==> config.mk <==
export PLATFORM = sky130hd
export DESIGN_NAME = dma_irq_ctrl
export DESIGN_NICKNAME = d
export VERILOG_FILES = /design/src/rtl/dma_irq_ctrl.sv
export SDC_FILE = /design/constraint.sdc
export NUM_CORES = 1
export LEC_CHECK = 0
export ABC_CLOCK_PERIOD_IN_PS = 1650
export BUFFER_PORTS_ARGS = -buffer_cell sky130_fd_sc_hd__buf_2
export CAP_MARGIN = 10
export CORE_MARGIN = 2
export CORE_UTILIZATION = 38
export DETAILED_ROUTE_END_ITERATION = 16
export GPL_TIMING_DRIVEN = 0
export PLACE_DENSITY = 0.87
export RECOVER_POWER = 100
export SLEW_MARGIN = 20
export SYNTH_ARGS = -nofsm -noshare
export SYNTH_HDL_FRONTEND = slang
export SYNTH_SLANG_ARGS = --single-unit
==> constraint.sdc <==
create_clock -name clk -period 1.65 [get_ports clk]
set_clock_uncertainty 0.2 [all_clocks]
set_input_delay 0.165 -clock clk [delete_from_list [all_inputs] [get_ports clk]]
set_output_delay 0.165 -clock clk [all_outputs]
set_load 0.005 [all_outputs]
==> src/rtl/dma_irq_ctrl.sv <==
module dma_irq_ctrl #(
  parameter int NUM_CH = 7
) (
  input  logic              clk,
  input  logic              rst_n,
  input  logic              wr_en,
  input  logic [31:0]       wr_data,
  input  logic [NUM_CH-1:0] done_i,
  input  logic [NUM_CH-1:0] bus_err_i,
  output logic [31:0]       rd_data,
  output logic              irq_o
);
  localparam int CTRL_W  = 6;
  localparam int ERR_BIT = 15;
  localparam int EN_LO   = 16;
  localparam int MEN_BIT = 23;
  localparam int FLG_LO  = 24;
  localparam int TOP_BIT = 31;

  logic [CTRL_W-1:0] ctrl_q;
  logic              err_q;
  logic [NUM_CH-1:0] en_q;
  logic              men_q;
  logic [NUM_CH-1:0] flg_q;

  logic [NUM_CH-1:0] clr_mask;
  logic [NUM_CH-1:0] set_mask;
  logic              summary;
  logic              unused_wr;

  assign unused_wr = ^wr_data;

  assign clr_mask = wr_en ? wr_data[FLG_LO +: NUM_CH] : '0;
  assign set_mask = bus_err_i | (done_i & en_q & {NUM_CH{men_q}});
  assign summary  = err_q | (men_q & (|flg_q));
  assign irq_o    = summary;

  always_ff @(posedge clk or negedge rst_n) begin
    if (!rst_n) begin
      ctrl_q <= '0;
      err_q  <= 1'b0;
      en_q   <= '0;
      men_q  <= 1'b0;
      flg_q  <= '0;
    end else begin
      if (wr_en) begin
        ctrl_q <= wr_data[CTRL_W-1:0];
        en_q   <= wr_data[EN_LO +: NUM_CH];
        men_q  <= wr_data[MEN_BIT];
      end
      err_q <= (wr_en ? wr_data[ERR_BIT] : err_q) | (|bus_err_i);
      flg_q <= (flg_q & ~clr_mask) | set_mask;
    end
  end

  always_comb begin
    rd_data                   = '0;
    rd_data[CTRL_W-1:0]       = ctrl_q;
    rd_data[ERR_BIT]          = err_q;
    rd_data[EN_LO +: NUM_CH]  = en_q;
    rd_data[MEN_BIT]          = men_q;
    rd_data[FLG_LO +: NUM_CH] = flg_q;
    rd_data[TOP_BIT]          = summary;
  end

  assert_irq_summary_R7: assert property (@(posedge clk) disable iff (!rst_n)
    irq_o == (rd_data[ERR_BIT] | (rd_data[MEN_BIT] & (|rd_data[30:24]))));

  assert_err_sticky_R6: assert property (@(posedge clk) disable iff (!rst_n)
    (|bus_err_i) |=> rd_data[ERR_BIT]);

  assert_top_readonly_R3: assert property (@(posedge clk) disable iff (!rst_n)
    (wr_en && wr_data[TOP_BIT] && !(|bus_err_i) && !wr_data[ERR_BIT] && !wr_data[MEN_BIT])
      |=> !rd_data[TOP_BIT]);

  for (genvar c = 0; c < NUM_CH; c++) begin : g_chk
    assert_err_sets_flag_R6: assert property (@(posedge clk) disable iff (!rst_n)
      bus_err_i[c] |=> rd_data[FLG_LO + c]);

    assert_done_gated_R5: assert property (@(posedge clk) disable iff (!rst_n)
      (done_i[c] && rd_data[EN_LO + c] && rd_data[MEN_BIT]) |=> rd_data[FLG_LO + c]);

    assert_flag_cause_R5: assert property (@(posedge clk) disable iff (!rst_n)
      (!rd_data[FLG_LO + c] && !bus_err_i[c] &&
       !(done_i[c] && rd_data[EN_LO + c] && rd_data[MEN_BIT])) |=> !rd_data[FLG_LO + c]);

    assert_w1c_R4: assert property (@(posedge clk) disable iff (!rst_n)
      (wr_en && wr_data[FLG_LO + c] && !done_i[c] && !bus_err_i[c]) |=> !rd_data[FLG_LO + c]);

    assert_flag_hold_R9: assert property (@(posedge clk) disable iff (!rst_n)
      (!wr_en && rd_data[FLG_LO + c]) |=> rd_data[FLG_LO + c]);
  end
endmodule

### Yosys cells after proc, flatten, opt, wreduce, memory -nomap -nowiden

Cells that the tools add are included.

* flip-flop bits (word level): 22
* bits of input ports: 49
* output and inout port bits: 33
* word-level logic and storage cells: 18

* muxes and demuxes: 2
* bitwise operators: 9
* reductions and logical operators: 2

Operator list (count)
* $and A7 B7 Y7: 3
* $or A7 B7 Y7: 2
* $reduce_or A7 Y1: 2
* $mux W7: 1
* $not A7 Y7: 1
* $or A1 B1 Y1: 2
* $and A1 B1 Y1: 1
* $mux W1: 1

### Depth between registers and ports, before layout

* word-level depth: 4
* gate-level depth with buffers: 4
* depth with buffers taken out: 2

### Least setup slack after synthesis

Ideal clock, no wire load.

* path type: reg-to-output
* start: register men_q
* end: output port rd_data[31]
* arrival: 0.946 ns
* required time: 1.285 ns
* slack: 0.339 ns
* stages on the path, launching flop included: 5
* path buffers: 2
* path through: dfrtp_1 > clkbuf_1 > nor2_1 > a21oi_1 > buf_4

* cells in the longest elaborated chain, start to end: 2

Ends and longest elaborated chain
* start: declaration: RTL line 23 `logic men_q;`
* start signal: assignment: RTL line 49 `men_q <= wr_data[MEN_BIT];`
* $and A1 B1 Y1: RTL line 35 `assign summary = err_q | (men_q & (|flg_q));`
* $or A1 B1 Y1: RTL line 35
* end: declaration: RTL line 10 `output logic [31:0] rd_data,`

No other way between the ends.

### Worst setup path in the final report

* start: register flg_q[5]
* end: output port rd_data[31]

* cells in the longest elaborated chain, start to end: 3

Ends and longest elaborated chain
* start: declaration: RTL line 24 `logic [NUM_CH-1:0] flg_q;`
* start signal: assignment: RTL line 52 `flg_q <= (flg_q & ~clr_mask) | set_mask;`
* $reduce_or A7 Y1: RTL line 35
* $and A1 B1 Y1: RTL line 35
* $or A1 B1 Y1: RTL line 35

No other way between the ends.

==> reports/metrics.cfg <==
[clock_tree]
htree_num_levels = 1
tritoncts = yes
cts_root_buf = clkbuf_4
cts_buffers = 3
clkTransAtPathRegs_ns = 0.12
cts.sinks = 22
clockBufferDepth = 2
clk_latency_ns = 0.31

[die]
die_y_um = 55.6
rows = 18
dieArea_um2 = 3100
ios = 82
die_w_um = 55.6
initial_utilization = 0.405
core_area_um2 = 2500

[status]
status = finished, violations left
violations = negative setup slack

[drt]
initialDrtViolationCount = 7
drt-vias-per-instance = 4.86
drc = 0
dr.pass1.iters = 4
routed-via-count = 1011
wl_per_cell_um = 14.6
totalWireLength_um = 3040
antenna_left = 0

[global_routing]
grt_start_max_net_pins = 23
grt_use_total = 0.199
grt_pass1_vias = 1086
grt_antenna_before_repair = 0
grt_first_pass_wirelength_um = 4790
overflow = 0

[logic_synthesis]
yosysWarnings = 0
synth_area_um2 = 1010
syn_area_per_cell_um2 = 13.7
syn-instance-count = 74
ys_seq_area_frac = 0.543
netlist-cell-type-count = 15
ys_seq_elements = 22

[sta]
finalCritPeriodShare = 1.06
fin_crit_ns = 1.75
rsz0062_at_grt = yes
finalMaxSlewViolations = 0
fmax_ghz = 0.572
max_slew_margin = 0.647
finalHoldViolations = 0
setup_viol = 1
worst_slew_pin_slew_ns = 0.529
postLayoutSetupSlackWorst_ns = -0.0992

[layout]
area_growth_pct = 70.5
fin_nets = 228
drive_gt1_frac = 0.506
antenna_cells = 0
final_area_um2 = 1730
layout_common_cells = 51 x buf_2, 30 x dlygate4sd3_1, 22 x dfrtp_1, 14 x mux2_2, 12 x buf_4
final_common_cell = buf_2

[critical_path]
r2r_slack_ns = 0.38
worstPathMaxFanout = 3
path_class = flop to output pin
cp-end-kind = output pin
cp.arrival_ns = 1.38
startpoint_type = flop
cp.required_ns = 1.28

[flow_run]
drv_cap = 0

[placement]
gp_congestion = 0.793
dp_hpwl_um = 1950
preCtsSetupSlack_ns = 0.134
port_buffers = 62
place_area_um2 = 1390

[pwr]
leakage_nw = 0.805
p_per_area_nw_per_um2 = 691
ir_drop_mv = 0.545

[min_path]
hp-class = input port to flop

[stage by stage]
| step | hold WS (ns) | std cells | power (W) | utilization | TNS [ns] |
|---|---|---|---|---|---|
| after global routing | 0.0349 | 208 | 0.00124 | 0.691 | -0.281 |
| after floorplan | -0.331 | 82 | 0.000731 | - | 0 |
| after CTS | 0.0139 | 208 | 0.00120 | 0.698 | -0.124 |
| final | 0.0315 | 208 | 0.00119 | 0.691 | -0.0992 |
| after global placement | -0.0586 | 174 | 0.000845 | 0.557 | 0 |
| after detailed placement | -0.0543 | 174 | 0.000856 | 0.557 | 0 |
[worst max-delay path, cell delays in order (launching register included)]
cell and delay (ns):
dfrtp_1 0.44, nor4_2 0.27, a21oi_1 0.12, buf_4 0.15, buf_6 0.10
[path summary, 6_finish.rpt]
check / start / endpoint / cells after the start
min in group asynchronous: rst_n / ctrl_q[3] / 2
max: flg_q[5] / rd_data[31] / 4
min: wr_data[25] / flg_q[1] / 3
min reg2reg: ctrl_q[2] / ctrl_q[2] / 1
max reg2reg: flg_q[1] / flg_q[1] / 3
max in group asynchronous: rst_n / err_q / 2
[synth_stat cells]
| master | count | area [µm²] |
|---|---|---|
| a21boi_0 | 2 | 15.0 |
| a21boi_2 | 5 | 56.3 |
| a21oi_1 | 1 | 5.00 |
| a311o_1 | 7 | 70.1 |
| buf_4 | 13 | 97.6 |
| buf_6 | 1 | 11.3 |
| clkbuf_1 | 1 | 3.75 |
| conb_1 | 1 | 3.75 |
| dfrtp_1 | 22 | 551 |
| mux2_2 | 14 | 158 |
| mux2i_1 | 1 | 10.0 |
| nand3_1 | 1 | 5.00 |
| nor2_1 | 1 | 3.75 |
| nor3_1 | 1 | 5.00 |
| nor4_1 | 3 | 18.8 |
[layer usage]
metal / track usage / wire length, µm / vias up
met5: 0 / 0 / -
met1: 0.193 / 1060 / 480
li1: - / - / 459
met2: 0.391 / 1660 / 56
met4: 0.111 / 139 / 0
met3: 0.0279 / 183 / 16
[logic make-up after synthesis]
kind of cell | synth area share
DFF | 0.543
AOI/OAI and AO/OA | 0.144
muxes | 0.165
buffers and inverters | 0.111
and+or+nand+nor | 0.0321
other | 0.00370
[state kept, by name (all words and copies together), names as in the netlist]
name,count
ctrl_q,6
en_q,7
err_q,1
flg_q,7
men_q,1
[where the power goes]
group          internal, W  switching (W)
logic             0.000174       0.000101
registers         0.000585      0.0000405
clock network     0.000135       0.000159
[final cells by class]
| type | count | area [µm²] |
|---|---|---|
| Buffer | 14 | 109 |
| Clock buffer | 4 | 36.3 |
| Fill cell | 211 | 772 |
| Multi-Input combinational cell | 45 | 382 |
| Sequential cell | 22 | 551 |
| Tap cell | 30 | 37.5 |
| Timing Repair Buffer | 93 | 613 |
[timing repair]
item	CTS	global route
hold buffers	30	0
pin swaps	0	2
hold endpoints to repair	44	0
buffers inserted	1	0
resized for setup	2	1
endpoints found under the setup margin	2	2
(Power assumes the default switching activity.)
